===== src/rtl/usb_susp_pkg.sv =====
package usb_susp_pkg;

   typedef enum logic [3:0] {
      ST_IDLE,
      ST_SUSP,
      ST_WAKE,
      ST_PWAIT,
      ST_PEOP,
      ST_HRES,
      ST_HSTP,
      ST_HSE0,
      ST_HJ
   } seq_st_t;

   localparam logic [1:0] LS_SE0 = 2'b00;
   localparam logic [1:0] LS_J   = 2'b01;
   localparam logic [1:0] LS_K   = 2'b10;

   localparam logic [1:0] OPM_NORM = 2'b00;
   localparam logic [1:0] OPM_RAW  = 2'b10;

endpackage


===== src/rtl/usb_idle_detect.sv =====
module usb_idle_detect #(
   parameter int IDLE_CYC = 180000
) (
   input  logic       clk,
   input  logic       rst,
   input  logic       en,
   input  logic [1:0] linestate,
   output logic       hit
);
   import usb_susp_pkg::*;

   logic is_j;
   assign is_j = en && (linestate == LS_J);

   generate
      if (IDLE_CYC == 1) begin : g_direct
         assign hit = is_j;
      end else begin : g_count
         localparam int CW = $clog2(IDLE_CYC);
         logic [CW-1:0] run_q;

         assign hit = is_j && (run_q == CW'(IDLE_CYC - 1));

         always_ff @(posedge clk) begin
            if (rst || !is_j || hit) begin
               run_q <= '0;
            end else begin
               run_q <= run_q + 1'b1;
            end
         end
      end
   endgenerate

endmodule


===== src/rtl/usb_dur_timer.sv =====
module usb_dur_timer #(
   parameter int TW = 8
) (
   input  logic          clk,
   input  logic          rst,
   input  logic          load,
   input  logic [TW-1:0] load_val,
   output logic          expired
);
   logic [TW-1:0] left_q;

   assign expired = (left_q == '0);

   always_ff @(posedge clk) begin
      if (rst) begin
         left_q <= '0;
      end else if (load) begin
         left_q <= load_val;
      end else if (!expired) begin
         left_q <= left_q - 1'b1;
      end
   end

endmodule


===== src/rtl/usb_susp_out.sv =====
module usb_susp_out
   import usb_susp_pkg::*;
(
   input  seq_st_t    st,
   output logic [1:0] opmode,
   output logic       suspend_n,
   output logic       stp,
   output logic       tx_en,
   output logic [1:0] tx_sym
);
   always_comb begin
      opmode    = OPM_NORM;
      suspend_n = 1'b1;
      stp       = 1'b0;
      tx_en     = 1'b0;
      tx_sym    = LS_J;
      unique case (st)
         ST_SUSP:  suspend_n = 1'b0;
         ST_WAKE:  stp = 1'b1;
         ST_HRES: begin
            opmode = OPM_RAW;
            tx_en  = 1'b1;
            tx_sym = LS_K;
         end
         ST_HSTP: begin
            opmode = OPM_RAW;
            tx_en  = 1'b1;
            tx_sym = LS_K;
            stp    = 1'b1;
         end
         ST_HSE0: begin
            opmode = OPM_RAW;
            tx_en  = 1'b1;
            tx_sym = LS_SE0;
         end
         ST_HJ: begin
            opmode = OPM_RAW;
            tx_en  = 1'b1;
            tx_sym = LS_J;
         end
         default: ;
      endcase
   end

endmodule


===== src/rtl/usb_susp_seq.sv =====
module usb_susp_seq #(
   parameter int IDLE_CYC   = 180000,
   parameter int RESUME_CYC = 1200000,
   parameter int LS_BIT_CYC = 40
) (
   input  logic       clk,
   input  logic       rst,
   input  logic [1:0] linestate,
   input  logic       pd_dp_en,
   input  logic       pd_dm_en,
   input  logic       resume_req,
   output logic [1:0] opmode,
   output logic       suspend_n,
   output logic       stp,
   output logic       tx_en,
   output logic [1:0] tx_sym
);
   import usb_susp_pkg::*;

   localparam int SE0_CYC = 2 * LS_BIT_CYC;
   localparam int MAX_DUR = (RESUME_CYC > SE0_CYC) ? RESUME_CYC : SE0_CYC;
   localparam int TW      = $clog2(MAX_DUR + 1);

   generate
      if (IDLE_CYC < 1) begin : g_bad_idle
         $error("IDLE_CYC must be at least 1");
      end
      if (RESUME_CYC < 1) begin : g_bad_res
         $error("RESUME_CYC must be at least 1");
      end
      if (LS_BIT_CYC < 1) begin : g_bad_bit
         $error("LS_BIT_CYC must be at least 1");
      end
   endgenerate

   seq_st_t       st_q, st_d;
   logic          host_role;
   logic          idle_en, idle_hit;
   logic          t_load, t_done;
   logic [TW-1:0] t_val;

   assign host_role = pd_dp_en && pd_dm_en;
   assign idle_en   = (st_q == ST_IDLE) && !host_role;

   usb_idle_detect #(.IDLE_CYC(IDLE_CYC)) u_idle (
      .clk       (clk),
      .rst       (rst),
      .en        (idle_en),
      .linestate (linestate),
      .hit       (idle_hit)
   );

   usb_dur_timer #(.TW(TW)) u_timer (
      .clk      (clk),
      .rst      (rst),
      .load     (t_load),
      .load_val (t_val),
      .expired  (t_done)
   );

   always_comb begin
      st_d   = st_q;
      t_load = 1'b0;
      t_val  = '0;
      unique case (st_q)
         ST_IDLE: begin
            if (host_role && resume_req) begin
               st_d   = ST_HRES;
               t_load = 1'b1;
               t_val  = TW'(RESUME_CYC - 1);
            end else if (idle_hit) begin
               st_d = ST_SUSP;
            end
         end
         ST_SUSP:  if (linestate == LS_K) st_d = ST_WAKE;
         ST_WAKE:  st_d = ST_PWAIT;
         ST_PWAIT: if (linestate == LS_SE0) st_d = ST_PEOP;
         ST_PEOP:  if (linestate == LS_J) st_d = ST_IDLE;
         ST_HRES:  if (t_done) st_d = ST_HSTP;
         ST_HSTP: begin
            st_d   = ST_HSE0;
            t_load = 1'b1;
            t_val  = TW'(SE0_CYC - 1);
         end
         ST_HSE0: begin
            if (t_done) begin
               st_d   = ST_HJ;
               t_load = 1'b1;
               t_val  = TW'(LS_BIT_CYC - 1);
            end
         end
         ST_HJ:    if (t_done) st_d = ST_IDLE;
         default:  st_d = ST_IDLE;
      endcase
   end

   always_ff @(posedge clk) begin
      if (rst) st_q <= ST_IDLE;
      else     st_q <= st_d;
   end

   usb_susp_out u_out (
      .st        (st_q),
      .opmode    (opmode),
      .suspend_n (suspend_n),
      .stp       (stp),
      .tx_en     (tx_en),
      .tx_sym    (tx_sym)
   );

endmodule


===== config.mk =====
export PLATFORM = sky130hd
export DESIGN_NAME = usb_susp_seq
export DESIGN_NICKNAME = d
export VERILOG_FILES = /design/src/rtl/usb_susp_pkg.sv /design/src/rtl/usb_idle_detect.sv /design/src/rtl/usb_dur_timer.sv /design/src/rtl/usb_susp_out.sv /design/src/rtl/usb_susp_seq.sv
export SDC_FILE = /design/constraint.sdc
export NUM_CORES = 1
export LEC_CHECK = 0
export BUFFER_PORTS_ARGS = -buffer_cell sky130_fd_sc_hd__buf_4
export CAP_MARGIN = 20
export CORE_UTILIZATION = 50
export DETAILED_ROUTE_END_ITERATION = 12
export PLACE_DENSITY_LB_ADDON = 0.12
export SLEW_MARGIN = 30
export SYNTH_ARGS = -nofsm -noshare
export SYNTH_HDL_FRONTEND = slang
export SYNTH_SLANG_ARGS = --single-unit

===== constraint.sdc =====
create_clock -name clk -period 3.3 [get_ports clk]
set_clock_uncertainty 0.15 [all_clocks]
set_input_delay 0.33 -clock clk [delete_from_list [all_inputs] [get_ports clk]]
set_output_delay 0.33 -clock clk [all_outputs]
set_load 0.005 [all_outputs]

==> summary.txt <==
Floorplan
  • Row cnt: 24
  • Die ar.: 0.00485 mm²
  • Core area: 0.00438 mm²
  • Initial Utilization: about 52%
  • I/O pins: 14
  • Die X: 69.6 µm
  • Die Y: 69.6 µm

Flow run
  • Max-cap violations: 0

GRT
  • Grt total ovfl: 0
  • First-pass GRT wire length: about 8000 µm
  • Pin count of the biggest net entering global routing: 19
  • Total global-route track usage: about a fifth
  • Vias in the first global route: 1792
  • Initial antenna violation count: 0

Worst setup path
  • Critical path launch point type: register
  • Worst setup EP type: register
  • CP required: approximately 3.3 ns
  • CP peak stage delay: between 0.6 and 0.7 ns
  • Worst r2r path cells: 8
  • WP data arrival: about 2.6 ns
  • Reg2reg start: u_timer.left_q[0]
  • CP max-delay cell: or4b_4
  • Top cell family by delay on the critical path: simple AND/OR/NAND/NOR gates
  • Worst flop-to-flop path endpoint: u_timer.left_q[20]
  • WS Path Type: register to register
  • WP buf/inv: 1
  • R2R Setup Slk: approximately 0.7 ns
  • Crit Path Max Fanout: 14
  • CP Cell Sequence: inv_1, ha_1, nor2b_1, nand4_2, or4b_4, nor2_1, a21oi_1, a21boi_0

Power and ir drop
  • Net Sw Power: 824 µW
  • Net switching fraction of the power: around two fifths
  • Pleak: between 0.0009 and 0.001 µW
  • Flop pwr share: between 30% and 40%
  • Share of total power in combinational logic: between 40 and 50%
  • PD cells: approximately 850 mW/mm²
  • Clock Power Share: approximately a fifth
  • Max IR drop VDD: about 0.31 mV
  • Internal power: between 1000 and 1500 µW

Timing
  • Max Slew Vio Count: 0
  • Final-report hold violation count: 0
  • Tmin final: around 2.6 ns
  • Rel. slew slack: between 50 and 60%
  • Final setup viols: 0
  • Slew @ Worst Pin: about 0.67 ns
  • Max Clk Rate: ~0.38 GHz
  • Setup TNS: 0 ns
  • RSZ-0062 raised after global routing: no
  • Hold Slack: roughly 0.17 ns
  • Final period utilization: roughly four fifths
  • Setup ws final: ~0.7 ns

Yosys
  • Ys async rst share: 0%
  • Yosys top cell by area: dfxtp_1
  • #FFs+latches synth: 43
  • Avg Inst Size Synth: 8.14 µm²
  • Synth Area in Compound Gates: roughly 14%
  • Top post-synthesis cells by area: dfxtp_1 (38%), nor2_1 (8.7%), xor2_1 (7.3%), xnor2_1 (5.7%), nand2_1 (4.1%)
  • Post-synth cell types: 53
  • Synth Area in XOR/XNOR: between 10% and 20%
  • Syn_nets: 290
  • Synth Flop Type: dfxtp_1
  • Yosys warns: 0
  • Number of synthesized flops with an enable pin: 0
  • Post-synthesis sequential area ratio: a little under two fifths
  • Post-Syn Instances: about 280
  • Top cell type's share of synthesized area: between 30% and 40%
  • Largest family of logic cells by synthesized area: simple AND/OR/NAND/NOR gates
  • Synthesized area: 0.00229 mm²
  • Mux contribution to synthesized area: 0.438%
  • Adder-cell area share of the yosys netlist: 1.09%
  • Simple-Gate Fraction of Synth Area: approximately 30%

Layout
  • Final design utilization: a little under three fifths
  • Layout area overhead: 10.4%
  • Layout Cells excl Fill: approximately 350
  • Final nets: roughly 300
  • Layout cells sized above 1: 10.6%
  • Fillers: 400
  • Area occupied by multi-input gates: 0.00135 mm²
  • Reg area: roughly 860 µm²
  • Ant diodes: 0

Clock network
  • CTS buffer count: 5
  • Clk pin slew, worst setup/hold paths: 0.09 ns
  • CTS tree: done
  • Total clock sinks: 43
  • Maximum clock insertion buffer count: 2
  • Resized Gates After CTS: 0
  • Clock root cell: clkbuf_8
  • H-tree depth: 2
  • Post-CTS Setup Bufs: 0
  • Clk_lat worst skew: 0.30 ns
  • Cts hold-fix bufs: 0

Placement
  • DP HPWL: between 3000 and 4000 µm
  • Port Buffers: 12
  • Placer Congestion: 0.793
  • # placed instances: between 300 and 400
  • Post-Place Setup Slack: between 0.7 and 0.8 ns

Route
  • Residual DRC: 0
  • Drt wl/cell: around 13 µm
  • Remaining antenna violation count: 0
  • DR iter-0 viols: around 110
  • Via count: around 1900
  • Wirelength, routed: 4500 µm
  • Via/cell ratio: 5.55
  • First-pass DRT Iterations: 4

Status
  • Status: completed

Hold path
  • Worst Min Path Start: rst
  • HP Class: input port to register
  • Min-Delay Endpoint: u_timer.left_q[1]
  • Hold path depth: 2
==> power groups by stage <==
stage	clock, µW	sequential, µW	combinational [µW]
detailed placement	0	807	921
CTS	436	793	928
global route	461	818	1040
global placement	0	803	926
finish	425	797	926
floorplan	0	750	802
==> registers in the layout, indices dropped and copies added, names as in the netlist <==
register,cells
u_timer.left_q,21
st_q,4
u_idle.g_count.run_q,18
==> how the worst max path moves through the flow <==
| stage | from | end | cells past startpoint |
|---|---|---|---|
| 6_report | u_timer.left_q[0] | u_timer.left_q[20] | 8 |
| 5_1_grt | u_timer.left_q[0] | u_timer.left_q[20] | 8 |
| 4_1_cts | u_timer.left_q[0] | u_timer.left_q[20] | 8 |
| 3_5_place_dp | u_timer.left_q[0] | u_timer.left_q[20] | 8 |
| 3_3_place_gp | u_timer.left_q[6] | u_timer.left_q[20] | 6 |
| 2_1_floorplan | u_timer.left_q[0] | st_q[2] | 8 |
==> cell usage in the layout, fill, tap and decap left out, types with 2 or more instances in the layout <==
cell / n
and2_1: 3
a21boi_0: 2
nor4_1: 3
nand3_1: 15
nand4_1: 5
a31oi_1: 2
inv_1: 9
and3_1: 4
nor2b_1: 2
nand2b_1: 2
buf_4: 13
nor3b_1: 2
nor2_1: 53
xnor2_1: 15
nor3_1: 8
or3_1: 2
a21o_1: 4
o21ai_0: 5
a21oi_1: 13
clkbuf_8: 6
dfxtp_1: 43
ha_1: 2
xor2_1: 19
or4_1: 2
o21a_1: 6
nand2_1: 25
==> logic make-up (layout without fill, tap and decap cells) <==
group	Yosys count	in the layout
compound gates	46	46
xor+xnor	34	34
fa+ha+maj	2	2
buf+inv	18	30
flops	43	43
mux	1	1
other cells	1	1
simple gates	136	136
==> cell usage after synthesis, types with 2 or more instances <==
master	count
o21ai_0	5
nand2_1	25
and3_1	4
o21a_1	6
nor2_1	53
ha_1	2
a21oi_1	13
a21boi_0	2
nand2b_1	2
nor3b_1	2
inv_1	9
nand4_1	5
a31oi_1	2
xor2_1	19
dfxtp_1	43
nor3_1	8
xnor2_1	15
nor2b_1	2
clkbuf_1	6
and2_1	3
nor4_1	3
nand3_1	15
buf_4	2
or4_1	2
a21o_1	4
or3_1	2
==> stage by stage <==
step	instance area, µm²	power [µW]
after floorplan	2290	1550
after global placement	2410	1730
after detailed placement	2410	1730
after CTS	2520	2160
after global routing	2520	2320
final	2520	2150
==> per-layer routing <==
layer  part of all wire, %  wire [µm]  vias up  GRT usage, %
li1                      -          -      990             -
met1                    51       2300      895          27.4
met2                    44       2000       23          32.7
met3                   3.3        148        6          4.36
met4                   1.2         53        0          6.00
met5                     0          0        -             0
==> area by class of cell <==
class,count,area share (%)
clock buffers,6,3.27
repair buffers,13,3.87
flip-flops and latches,43,34.1
clock inverters,2,1.39
inverters,9,1.34
well taps,52,2.58
multi-input cells,220,53.5
Note: power is estimated with default switching activity, not from simulation.
